File: config.mk
export PLATFORM = sky130hd
export DESIGN_NAME = hs_ldst_unit
export DESIGN_NICKNAME = d
export VERILOG_FILES = /design/src/rtl/hs_ldst_pkg.sv /design/src/rtl/hs_decode.sv /design/src/rtl/hs_addr_gen.sv /design/src/rtl/hs_load_ext.sv /design/src/rtl/hs_ldst_unit.sv
export SDC_FILE = /design/constraint.sdc
export NUM_CORES = 1
export LEC_CHECK = 0
export CORE_ASPECT_RATIO = 1.25
export CORE_MARGIN = 2
export CORE_UTILIZATION = 40
export DETAILED_ROUTE_END_ITERATION = 12
export GPL_TIMING_DRIVEN = 1
export PLACE_DENSITY = 0.79
export SLEW_MARGIN = 20
export SYNTH_ARGS = -nofsm -noshare
export SYNTH_HDL_FRONTEND = slang
export SYNTH_SLANG_ARGS = --single-unit
File: constraint.sdc
create_clock -name clk -period 5.1 [get_ports clk]
set_clock_uncertainty 0.05 [all_clocks]
set_input_delay 0.51 -clock clk [delete_from_list [all_inputs] [get_ports clk]]
set_output_delay 0.51 -clock clk [all_outputs]
set_load 0.05 [all_outputs]
File: src/rtl/hs_ldst_pkg.sv
package hs_ldst_pkg;

  typedef enum logic [1:0] {
    DT_SWAP  = 2'b00,
    DT_UHALF = 2'b01,
    DT_SBYTE = 2'b10,
    DT_SHALF = 2'b11
  } dtype_e;

  typedef enum logic [2:0] {
    ST_IDLE,
    ST_REQ,
    ST_RSP,
    ST_DONE,
    ST_ERR
  } state_e;

  typedef struct packed {
    logic       pre;
    logic       up;
    logic       imm_sel;
    logic       wbit;
    logic       load;
    logic [3:0] rn;
    logic [3:0] rd;
    dtype_e     dt;
    logic [7:0] imm8;
    logic       bad_form;
    logic       unsup;
    logic       bad_wb;
  } dec_t;

endpackage

File: src/rtl/hs_decode.sv
module hs_decode
  import hs_ldst_pkg::*;
(
  input  logic [31:0] instr,
  output dec_t        dec
);
  always_comb begin
    dec.pre      = instr[24];
    dec.up       = instr[23];
    dec.imm_sel  = instr[22];
    dec.wbit     = instr[21];
    dec.load     = instr[20];
    dec.rn       = instr[19:16];
    dec.rd       = instr[15:12];
    dec.dt       = dtype_e'(instr[6:5]);
    dec.imm8     = {instr[11:8], instr[3:0]};
    dec.bad_form = (instr[27:25] != 3'b000) || !instr[7] || !instr[4];
    dec.unsup    = (instr[6:5] == 2'b00);
    dec.bad_wb   = !instr[24] && instr[21];
  end
endmodule

File: src/rtl/hs_addr_gen.sv
module hs_addr_gen
  import hs_ldst_pkg::*;
#(
  parameter int DW = 32
) (
  input  logic [DW-1:0] base,
  input  logic [DW-1:0] offreg,
  input  dec_t          dec,
  output logic [DW-1:0] addr,
  output logic [DW-1:0] new_base,
  output logic          do_wb
);
  logic [DW-1:0] offset;

  always_comb begin
    offset   = dec.imm_sel ? DW'(dec.imm8) : offreg;
    new_base = dec.up ? (base + offset) : (base - offset);
    addr     = dec.pre ? new_base : base;
    do_wb    = !dec.pre || dec.wbit;
  end
endmodule

File: src/rtl/hs_load_ext.sv
module hs_load_ext
  import hs_ldst_pkg::*;
#(
  parameter int DW = 32
) (
  input  dtype_e        dt,
  input  logic [DW-1:0] raw,
  output logic [DW-1:0] ext
);
  localparam logic [DW-1:0] HALF_MASK = DW'(16'hFFFF);

  logic [DW-1:0] lane;

  always_comb begin
    lane = raw & HALF_MASK;
    unique case (dt)
      DT_SBYTE: ext = {{(DW-8){lane[7]}}, lane[7:0]};
      DT_SHALF: ext = {{(DW-16){lane[15]}}, lane[15:0]};
      default:  ext = lane;
    endcase
  end
endmodule

File: src/rtl/hs_ldst_unit.sv
module hs_ldst_unit
  import hs_ldst_pkg::*;
#(
  parameter int DW = 32
) (
  input  logic            clk,
  input  logic            rst,
  input  logic            in_valid,
  output logic            in_ready,
  input  logic [31:0]     in_instr,
  input  logic [DW-1:0]   in_base,
  input  logic [DW-1:0]   in_offreg,
  input  logic [DW-1:0]   in_rdval,
  output logic            mem_req_valid,
  input  logic            mem_req_ready,
  output logic            mem_we,
  output logic [DW-1:0]   mem_addr,
  output logic [DW/8-1:0] mem_be,
  output logic [DW-1:0]   mem_wdata,
  input  logic            mem_rsp_valid,
  input  logic [DW-1:0]   mem_rdata,
  output logic            rd_we,
  output logic [3:0]      rd_idx,
  output logic [DW-1:0]   rd_data,
  output logic            rn_we,
  output logic [3:0]      rn_idx,
  output logic [DW-1:0]   rn_data,
  output logic            done,
  output logic            err_form,
  output logic            err_unsup,
  output logic            err_wbpost
);
  localparam int BEW = DW / 8;
  localparam logic [BEW-1:0] BE_HALF = BEW'(2'b11);
  localparam logic [BEW-1:0] BE_BYTE = BEW'(1'b1);
  localparam logic [DW-1:0]  HALF_MASK = DW'(16'hFFFF);

  state_e        st;
  dec_t          dec_c, d_q;
  logic [DW-1:0] addr_c, nb_c, addr_q, nb_q, wdata_q, ld_q, ext_c;
  logic          wb_c, wb_q;
  logic          accept, reject_c;

  hs_decode u_dec (.instr(in_instr), .dec(dec_c));

  hs_addr_gen #(.DW(DW)) u_agen (
    .base(in_base), .offreg(in_offreg), .dec(dec_c),
    .addr(addr_c), .new_base(nb_c), .do_wb(wb_c)
  );

  hs_load_ext #(.DW(DW)) u_ext (.dt(d_q.dt), .raw(mem_rdata), .ext(ext_c));

  assign accept   = in_valid && in_ready;
  assign reject_c = dec_c.bad_form || dec_c.unsup || dec_c.bad_wb;

  always_ff @(posedge clk) begin
    if (rst) begin
      st      <= ST_IDLE;
      d_q     <= '0;
      addr_q  <= '0;
      nb_q    <= '0;
      wdata_q <= '0;
      ld_q    <= '0;
      wb_q    <= 1'b0;
    end else begin
      unique case (st)
        ST_IDLE: if (accept) begin
          d_q     <= dec_c;
          addr_q  <= addr_c;
          nb_q    <= nb_c;
          wb_q    <= wb_c;
          wdata_q <= in_rdval & HALF_MASK;
          st      <= reject_c ? ST_ERR : ST_REQ;
        end
        ST_REQ: if (mem_req_ready) st <= d_q.load ? ST_RSP : ST_DONE;
        ST_RSP: if (mem_rsp_valid) begin
          ld_q <= ext_c;
          st   <= ST_DONE;
        end
        default: st <= ST_IDLE;
      endcase
    end
  end

  always_comb begin
    in_ready      = (st == ST_IDLE);
    mem_req_valid = (st == ST_REQ);
    mem_we        = !d_q.load;
    mem_addr      = addr_q;
    mem_be        = (d_q.load && d_q.dt == DT_SBYTE) ? BE_BYTE : BE_HALF;
    mem_wdata     = wdata_q;
    rd_we         = (st == ST_DONE) && d_q.load;
    rd_idx        = d_q.rd;
    rd_data       = ld_q;
    rn_we         = (st == ST_DONE) && wb_q;
    rn_idx        = d_q.rn;
    rn_data       = nb_q;
    done          = (st == ST_DONE) || (st == ST_ERR);
    err_form      = (st == ST_ERR) && d_q.bad_form;
    err_unsup     = (st == ST_ERR) && d_q.unsup;
    err_wbpost    = (st == ST_ERR) && d_q.bad_wb;
  end

  // request held with stable address until accepted
  p_req_hold_r10: assert property (@(posedge clk) disable iff (rst)
    (mem_req_valid && !mem_req_ready) |=> (mem_req_valid && $stable(mem_addr)));

  // no new word while a request is outstanding
  p_busy_r10: assert property (@(posedge clk) disable iff (rst)
    mem_req_valid |-> !in_ready);

  // a rejected word never reaches memory
  p_reject_quiet_r5: assert property (@(posedge clk) disable iff (rst)
    (err_form || err_unsup || err_wbpost) |-> (!mem_req_valid && !rd_we && !rn_we));

  // post-indexed completion always writes back
  p_post_wb_r4: assert property (@(posedge clk) disable iff (rst)
    (done && !(err_form || err_unsup || err_wbpost) && !d_q.pre) |-> rn_we);

  // unsigned halfword leaves upper bits zero
  p_uhalf_zero_r9: assert property (@(posedge clk) disable iff (rst)
    (rd_we && d_q.dt == DT_UHALF) |-> ((rd_data & ~HALF_MASK) == '0));

  // strobes last one cycle
  p_done_pulse_r11: assert property (@(posedge clk) disable iff (rst)
    done |=> !done);
  p_wr_with_done_r11: assert property (@(posedge clk) disable iff (rst)
    (rd_we || rn_we) |-> done);

endmodule

== Word level (Yosys, flattened, before mapping) ==
Cells that the tools add are included.
Operators by class
  add/sub/neg operators: 2
  equality and inequality tests: 9
  multiplexer cells: 11
  reduce and logical (&&, ||, !) cells: 24
Operators by type and width (count)
  $mux W32: 3
  $pmux W32 S2: 1
  $add A32 B32 Y32: 1
  $sub A32 B32 Y32: 1
  $mux W3: 4
  $pmux W3 S3: 1
  $logic_and A1 B1 Y1: 8
  $eq A3 B2 Y1 const B: 2
  $logic_or A1 B1 Y1: 6
  $eq A2 B2 Y1 const B: 2
  $logic_not A1 Y1: 4
  $ne A2 B1 Y1 const B: 2
  $reduce_and A2 Y1: 2
  $eq A3 B1 Y1 const B: 1
  $eq A3 B3 Y1 const B: 1
  $logic_not A3 Y1: 1
  $reduce_and A3 Y1: 1
  $reduce_bool A3 Y1: 1
  $logic_not A2 Y1: 1
  $mux W2: 1
  $ne A2 B2 Y1 const B: 1
  $mux W1: 1
Storage, ports and cells
  register bits: 130
  bits of input ports: 165
  output and inout port bits: 149
  word-level logic and storage cells: 59

== Depth between registers and ports, before layout ==
Gate-level depths: netlist of run 1.
  depth after elaboration: 8
  depth in mapped cells: 20
  mapped depth without buffers: 17

== Hierarchy ==
Synthesis of run 1 repeated with hierarchy kept, for this count alone.
Second synthesis, totals
  cells, all modules: 1173
  area, all modules: 8629.5 um^2
By module, submodules not included
  hs_ldst_unit: times used 1, cells each 615, area an instance 4804.6 um^2, sequential area each 2602.5 um^2
  hs_addr_gen: times used 1, cells each 494, area an instance 3350.7 um^2, sequential area each 0.0 um^2
  hs_load_ext: times used 1, cells each 37, area an instance 280.3 um^2, sequential area each 0.0 um^2
  hs_decode: times used 1, cells each 27, area an instance 193.9 um^2, sequential area each 0.0 um^2

== Worst setup path after synthesis of run 1 ==
OpenSTA, ideal clock, no wires.
  kind: input port to flip-flop
  start point: in in_instr[22]
  end point: reg addr_q[31], in the netlist mem_addr[31]
  setup time: 0.074 ns
  arrival: 4.638 ns
  required time: 4.976 ns
  setup slack: 0.338 ns
  stages on the path: 20
  path buffers: 4
  path through: buf_6 -> clkbuf_1 -> clkbuf_1 -> mux2i_1 -> ha_1 -> nand3_1 -> nor3_1 -> a21oi_1 -> o22ai_1 -> a31oi_1 -> ha_1 -> clkbuf_1 -> nand2_1 -> o21ai_0 -> a21oi_1 -> o21ai_0 -> nor2_1 -> o31ai_1 -> or3b_2 -> a31oi_1
On the way
  cells in the longest elaborated chain, start to end: 4
  elaborated cells on any way between the ends: 5
  those cells by class: add/sub: 2; mux: 3
RTL lines
  start: declaration: RTL line hs_ldst_unit.sv:10  | input logic [31:0] in_instr,
  $mux W32 *: RTL line hs_addr_gen.sv:16  | offset = dec.imm_sel ? DW'(dec.imm8) : offreg;
  $sub A32 B32 Y32 / $add A32 B32 Y32 (equally long branches): RTL line hs_addr_gen.sv:17  | new_base = dec.up ? (base + offset) : (base - offset);
  $mux W32 *: RTL line hs_addr_gen.sv:17
  $mux W32 *: RTL line hs_addr_gen.sv:18  | addr = dec.pre ? new_base : base;
  end signal: assignment: RTL line hs_ldst_unit.sv:69  | addr_q <= addr_c;
  end: declaration: RTL line hs_ldst_unit.sv:40  | logic [DW-1:0] addr_c, nb_c, addr_q, nb_q, wdata_q, ld_q, ext_c;
Mark *: on every way between the ends. The rest lies on a longest branch, timed or not.
A chain may end at the register's enable or synchronous reset.

== Final worst setup path of run 1 ==
Ends and elaborated chain as after synthesis.

==> results.md, run 1 <==
* Outcome: finished clean
* First-pass GRT wire length at 37500 µm
* Hold depth at 2
* Number of diodes at 0
* Slew HR at 28.3%
* H-tree depth reported by CTS at 4
* Peak VDD IR at 0.217 mV
* Port-buffer cells at 258
* Yosys cell types at 66
* Power per standard cell area at 332 nW/µm²
* Most used DFF post-synth: sky130_fd_sc_hd__dfxtp_1
* Element type at the critical path start: input port
* Placer congestion estimate at 0.946
* Net count, final at 1429
* Number of cells in the finished layout apart from fillers at 1468
* Die area at 19900 µm²
* Sequential cell area at 2300 µm²
* Cell count of the worst reg-to-reg path at 5
* Portion of synthesized cell area occupied by the leading cell type at 30.7%
* Leading post-synthesis cells by cell area: sky130_fd_sc_hd__dfxtp_1, sky130_fd_sc_hd__a21oi_1, sky130_fd_sc_hd__nand2_1, sky130_fd_sc_hd__ha_1, sky130_fd_sc_hd__nor2_1
* Cell count after synthesis at 1003
* Maximum number of pins on one net before global-route repair at 86
* Count of flip-flops with a built-in enable after synthesis at 0
* Area of the core region at 18600 µm²
* DRC violations left at 0
* Area of the multi-input gates at 4670 µm²
* Count of placed standard cells including taps at 1437
* Insertion delay to the later sink of the worst-skew pair at 0.41 ns
* Final max-slew violation count at 0
* Overall routing resource usage at 23.5%
* CTS sink count at 115
* Clock tree root buffer cell: sky130_fd_sc_hd__clkbuf_16
* Cells along the critical path: clkdlybuf4s50_1 -> mux2i_1 -> ha_1 -> nand3_1 -> nor3_1 -> buf_4 -> a21oi_1 -> buf_4 -> o22ai_1 -> a31oi_1 -> ha_1 -> nand2_1 -> o21ai_0 -> a21oi_1 -> o21ai_0 -> nor2_1 -> o31ai_1 -> or3b_2 -> a31oi_1
* Type of element capturing the critical path: register
* Number of failing hold endpoints at the final stage at 0
* Effective utilization at floorplan at 40.4%
* Antenna violations before repair at 0
* Iteration-0 DRC Markers at 588
* Post-route met1 wirelength at 10100 µm
* Register bit count reported by yosys at 115
* Arrival time at the worst endpoint at 5.01 ns
* Clock buffers created by TritonCTS at 17
* Number of iterations in the first detailed-routing pass at 5
* Remaining number of nets flagged by the antenna check after routing at 0
* Die width at 126 µm
* Number of post-CTS setup repair buffers at 0
* FFs w/ async S/R, synth at 0%
* Cell with the largest stage delay on the worst path: sky130_fd_sc_hd__clkdlybuf4s50_1
* Cell type with the largest total area after synthesis: sky130_fd_sc_hd__dfxtp_1
* Fraction of the cycle the final worst path needs at 92.5%
* Drt via density at 5.42
* Number of standard-cell rows in the floorplan at 56
* Average size of a mapped cell at 7.47 µm²
* Max Used Layer: met4
* Highest Clock Rate at 212 MHz
* Crit path required time at 5.39 ns
* Clock-pin slew of the registers on the worst-case setup and hold paths at 0.06 ns
* Vias in the first global route at 7295
* Number of buffers between clock root and the deepest sink at 2
* Share of post-route cells with drive strength above 1 at 6.31%
* Wire length reported by the detailed router at 24600 µm
* Post-DR wirelength/cell at 16.7 µm
* Number of setup violations in the final report at 0
* Leakage Power at 4.17 nW
* Vert. Die Dim at 157 µm
* Area of the mapped netlist at 7500 µm²
* Hold slack at 0.399 ns
* Count of filler cells inserted in the layout at 1705
* Worst min path class: register to register
* Synth warnings at 0
* Post-layout minimum cycle time at 4.72 ns
* Ports at 314
* Signed area change from the synthesized netlist to the final layout at 43.0%
* Max FO, Critical Path at 8
* Startpoint-to-endpoint class of the critical path: input port to register
* Sequential share of the synthesized area at 30.7%
* Setup Total Neg Slack at 0 ns
* Max capacitance violation total at 0
* TritonCTS clock tree: built
* Vias at 7961
* Detail Route met3 WL at 1690 µm
* Max stage delay on crit path at 0.64 ns
* DR WL met2 at 12200 µm
* Transition time at the pin with the least slew margin at 1.07 ns
* Estimated wirelength of the detail-placed design at 18600 µm
* Setup repair after global routing missed its margin: no
* Final global-route overflow total at 0
## layout by cell type, fill, tap and decap left out, types with 24 or more instances in the layout
cell,count
sky130_fd_sc_hd__dfxtp_1,115
sky130_fd_sc_hd__nand2_1,165
sky130_fd_sc_hd__xnor2_1,32
sky130_fd_sc_hd__ha_1,39
sky130_fd_sc_hd__buf_4,28
sky130_fd_sc_hd__nand3_1,25
sky130_fd_sc_hd__o21ai_0,50
sky130_fd_sc_hd__nor2_1,88
sky130_fd_sc_hd__a21oi_1,133
sky130_fd_sc_hd__clkdlybuf4s50_1,257
sky130_fd_sc_hd__nor3_1,24
## cell type report
type                            instances  share of cell area, %
Clock buffer                           22                   4.33
Clock inverter                          9                   1.44
Inverter                               13                  0.455
Multi-Input combinational cell        791                   43.6
Sequential cell                       115                   21.5
Tap cell                              232                   2.71
Timing Repair Buffer                  286                   26.0
## what timing repair did
item	in CTS	in global routing
endpoints found under the setup margin	0	3
resized for setup	0	1
hold buffers	0	0
## metal layers
metal / track usage, % / up-vias
met3: 4.72 / 36
li1: - / 3942
met1: 27.8 / 3643
met5: 0 / -
met2: 42.3 / 340
met4: 7.95 / 0
## Yosys cell counts, types with 15 or more instances
cell                       instances
sky130_fd_sc_hd__dfxtp_1         115
sky130_fd_sc_hd__nand2_1         166
sky130_fd_sc_hd__ha_1             39
sky130_fd_sc_hd__a31oi_1          17
sky130_fd_sc_hd__a21o_1           15
sky130_fd_sc_hd__mux2i_1          23
sky130_fd_sc_hd__buf_4            42
sky130_fd_sc_hd__clkbuf_1         49
sky130_fd_sc_hd__a21oi_1         134
sky130_fd_sc_hd__o21ai_0          50
sky130_fd_sc_hd__nor2_1           88
sky130_fd_sc_hd__nor3_1           24
sky130_fd_sc_hd__nand3_1          25
sky130_fd_sc_hd__a211oi_1         22
sky130_fd_sc_hd__xnor2_1          32
## power breakdown
part | total (W) | internal, W | switching [W] | leakage (nW)
combinational | 0.00126 | 0.000471 | 0.000791 | 2.93
clock | 0.00127 | 0.000840 | 0.000431 | 0.296
sequential | 0.00102 | 0.000978 | 0.0000439 | 0.945
total | 0.00356 | 0.00229 | 0.00127 | 4.17
## path summary, 6_finish.rpt
kind	start	endpoint	slack [ns]
setup / recovery	in_instr[22]	mem_addr[31]	0.38
hold / removal	mem_addr[2]	mem_addr[2]	0.40
setup reg to reg	st[1]	mem_addr[8]	2.45
hold reg to reg	mem_addr[2]	mem_addr[2]	0.40
## metrics by stage
stage | cell area, µm² | utilization (%) | setup WS, ns | power (W)
2_1_floorplan | 7560 | - | 0.338 | 0.00186
3_3_place_gp | 10100 | 54.4 | 0.0693 | 0.00228
3_5_place_dp | 10100 | 54.4 | -0.0330 | 0.00229
4_1_cts | 10700 | 57.7 | 0.374 | 0.00356
5_1_grt | 10700 | 57.7 | 0.0129 | 0.00370
6_report | 10700 | 57.7 | 0.381 | 0.00356
## state kept, by name (all words and copies together), names as in the netlist
register / cells
mem_wdata: 16
st: 3
rd_data: 17
rn_data: 32
rd_idx: 4
rn_idx: 4
wb_q: 1
mem_addr: 32
d_q: 6
## kinds of logic after synthesis
group	Yosys count	share of synthesized area, %
XOR/XNOR	44	5.24
flip-flops	115	30.7
adder cells (fa/ha/maj)	40	6.78
AND/OR/NAND/NOR	370	22.1
AO/OA/AOI/OAI	294	24.0
other	2	0.100
buffers and inverters	114	7.91
multiplexers	24	3.22
## worst max-delay path: cells and delay by family
family	cells	cell delay, ns
fa+ha+maj	2	0.59
compound gates	8	1.49
mux	1	0.31
buf+inv	3	1.01
simple gates	5	1.10
No activity file was read; power rests on OpenSTA's default activity.
==> run 2: changes to the inputs <==
--- a/config.mk
+++ b/config.mk
@@ -5,10 +5,11 @@
 export SDC_FILE = /design/constraint.sdc
 export NUM_CORES = 1
 export LEC_CHECK = 0
-export CORE_ASPECT_RATIO = 1.25
+export CORE_ASPECT_RATIO = 0.8
 export CORE_MARGIN = 2
 export CORE_UTILIZATION = 40
 export DETAILED_ROUTE_END_ITERATION = 12
+export GPL_ROUTABILITY_DRIVEN = 0
 export GPL_TIMING_DRIVEN = 1
 export PLACE_DENSITY = 0.79
 export SLEW_MARGIN = 20
==> run 2 against run 1 <==
Routed wire length increased by 1.3%; total power fell by 3.2%; combinational power is essentially flat; clock power is 9% lower; sequential power about the same; worst hold slack better by 0.0033 ns; first-iteration DRC count down 15%; cell count increased by 1.3%; flip-flop and latch count did not move; clock-buffer cell count decreased by 3; final area is 0.27% lower; utilization rose by 0.76 points.
==> results.md, run 2 (same netlist as run 1, synthesis figures left out) <==
* Outcome: finished clean
* Max capacitance violation total at 0
* Vias at 8071
* Met3 track utilization from global routing at 6.39%
* Family of cells with the greatest summed delay on the critical path: compound AO/OA/AOI/OAI gates
* Number of diodes at 0
* H-tree depth reported by CTS at 4
* Worst flop-to-flop path endpoint: mem_addr[25]
* Startpoint-to-endpoint class of the critical path: input port to register
* Origin of the worst min-delay path: rd_data[6]
* Post-layout minimum cycle time at 4.82 ns
* Wire length reported by the detailed router at 24900 µm
* Maximum number of pins on one net before global-route repair at 72
* Cell with the largest stage delay on the worst path: sky130_fd_sc_hd__clkdlybuf4s50_1
* Port-buffer cells at 258
* Design internal power at 0.00218 W
* Worst min path class: register to register
* Post-CTS Hold Fix Bufs at 0
* Remaining number of nets flagged by the antenna check after routing at 0
* Die width at 157 µm
* DRC violations left at 0
* Pre-CTS setup slack at -0.0797 ns
* Overall routing resource usage at 24.5%
* Busiest layer in global routing: met2
* Estimated wirelength of the detail-placed design at 18800 µm
* Number of failing hold endpoints at the final stage at 0
* Commonest non-fill, non-tap cells in the layout: sky130_fd_sc_hd__clkdlybuf4s50_1, sky130_fd_sc_hd__nand2_1, sky130_fd_sc_hd__a21oi_1, sky130_fd_sc_hd__dfxtp_1, sky130_fd_sc_hd__nor2_1
* Setup repair after global routing missed its margin: no
* Clock-pin slew of the registers on the worst-case setup and hold paths at 0.05 ns
* Number of iterations in the first detailed-routing pass at 5
* Cell count of the worst reg-to-reg path at 5
* Vert. Die Dim at 126 µm
* Iteration-0 DRC Markers at 497
* Post-DR wirelength/cell at 16.7 µm
* Die area at 19900 µm²
* Most common cell after layout, fill and taps aside: sky130_fd_sc_hd__clkdlybuf4s50_1
* Clock share of power at 33.7%
* Number of buffers between clock root and the deepest sink at 2
* Sequential share of power at 29.8%
* Number of standard-cell rows in the floorplan at 44
* Hold depth at 2
* Highest Clock Rate at 207 MHz
* Minimum setup slack in the final design at 0.275 ns
* Met2 usage in global routing at 39.6%
* Arrival time at the worst endpoint at 5.02 ns
* Cells along the critical path: clkdlybuf4s50_1 -> mux2i_1 -> ha_1 -> nand3_1 -> nor3_1 -> buf_4 -> a21oi_1 -> nor2_1 -> nor2_1 -> ha_1 -> a21oi_1 -> nor2_1 -> a211oi_1 -> o41a_1 -> o31ai_2 -> a221oi_1 -> xor2_1 -> a2111oi_0
* Hold slack at 0.402 ns
* Max stage delay on crit path at 0.64 ns
* CTS sink count at 115
* Type of element capturing the critical path: register
* Area of the core region at 18300 µm²
* Hold worst-path end: rd_data[6]
* Switching share of power at 36.7%
* Worst setup startpoint: in_instr[22]
* Final max-slew violation count at 0
* Number of post-CTS setup repair buffers at 0
* Drt via density at 5.43
* Effective utilization at floorplan at 41.0%
* Peak VDD IR at 0.224 mV
* Crit path required time at 5.29 ns
* Final global-route overflow total at 0
* Reg-to-reg setup timing slack at 2.38 ns
* Max FO, Critical Path at 7
* Slew HR at 39.9%
* Fraction of the cycle the final worst path needs at 94.6%
* Ports at 314
* Clock buffers created by TritonCTS at 17
* Setup Total Neg Slack at 0 ns
* Share of post-route cells with drive strength above 1 at 6.40%
* Insertion delay to the later sink of the worst-skew pair at 0.39 ns
* TritonCTS clock tree: built
* Critical R2R Launch: st[1]
* Net switching power figure at 0.00126 W
* Net count, final at 1426
* Signed area change from the synthesized netlist to the final layout at 42.6%
* Vias in the first global route at 7600
* Global routing usage on met1 at 32.5%
* First-pass GRT wire length at 39300 µm
* Antenna violations before repair at 0
* Number of buffer and inverter instances along the worst setup path at 2
* Number of setup violations in the final report at 0
* Overall Power at 0.00344 W
* Element type at the critical path start: input port
* Cell seen most often among critical-path stages: sky130_fd_sc_hd__nor2_1
* Share of power burned in combinational logic at 36.5%
* Clock tree root buffer cell: sky130_fd_sc_hd__clkbuf_16
* Transition time at the pin with the least slew margin at 0.901 ns
* Power per standard cell area at 322 nW/µm²
* Leakage Power at 4.14 nW
==> run 2: worst max path at each step <==
stage | end | cells past startpoint
finish | mem_addr[25] | 18
global placement | mem_addr[25] | 18
floorplan | mem_addr[31] | 20
detailed placement | mem_addr[25] | 18
global route | mem_addr[25] | 18
CTS | mem_addr[25] | 18
==> run 2: final cells by class <==
class | count | area (µm²)
inverters | 13 | 48.8
flip-flops and latches | 115 | 2300
clock inverters | 13 | 135
repair buffers | 283 | 2770
well taps | 253 | 317
fillers | 1706 | 7590
clock buffers | 19 | 443
multi-input cells | 791 | 4680
==> run 2: what timing repair did <==
item,in CTS,in global routing
gates resized for setup,0,1
setup endpoints to repair,0,1
hold endpoints to repair,0,0
==> run 2: per-stage QoR <==
step	utilization, %	cells	area, µm²
2_1_floorplan	-	1020	7560
3_3_place_gp	55.3	1455	10100
3_5_place_dp	55.3	1455	10100
4_1_cts	58.5	1487	10700
5_1_grt	58.5	1487	10700
6_report	58.5	1487	10700
==> run 2: worst register-to-register path, cell delays in order, from the launching register on <==
cell	delay [ns]
sky130_fd_sc_hd__dfxtp_1	0.39
sky130_fd_sc_hd__nor3_1	0.50
sky130_fd_sc_hd__and2_4	0.73
sky130_fd_sc_hd__buf_4	0.52
sky130_fd_sc_hd__nor2_1	0.07
sky130_fd_sc_hd__a2111oi_0	0.32
==> run 2: layer usage <==
layer	up-vias	part of all wire [%]
li1	3940	-
met1	3785	44
met2	307	45
met3	39	8.6
met4	0	2.3
met5	-	0
==> run 2: power groups by stage <==
stage | registers [W] | clock network [W] | logic (W)
CTS | 0.00103 | 0.00118 | 0.00125
detailed placement | 0.00104 | 0 | 0.00124
finish | 0.00103 | 0.00116 | 0.00125
global route | 0.00104 | 0.00122 | 0.00135
global placement | 0.00104 | 0 | 0.00123
floorplan | 0.00128 | 0 | 0.000586
==> run 3: changes to the inputs <==
--- a/config.mk
+++ b/config.mk
@@ -8,6 +8,7 @@
 export CORE_ASPECT_RATIO = 0.8
 export CORE_MARGIN = 2
 export CORE_UTILIZATION = 40
+export CTS_CLUSTER_DIAMETER = 40
 export DETAILED_ROUTE_END_ITERATION = 12
 export GPL_ROUTABILITY_DRIVEN = 0
 export GPL_TIMING_DRIVEN = 1
==> results of run 3 <==
No change in the layout: final DEF, timing and power equal those of run 2.
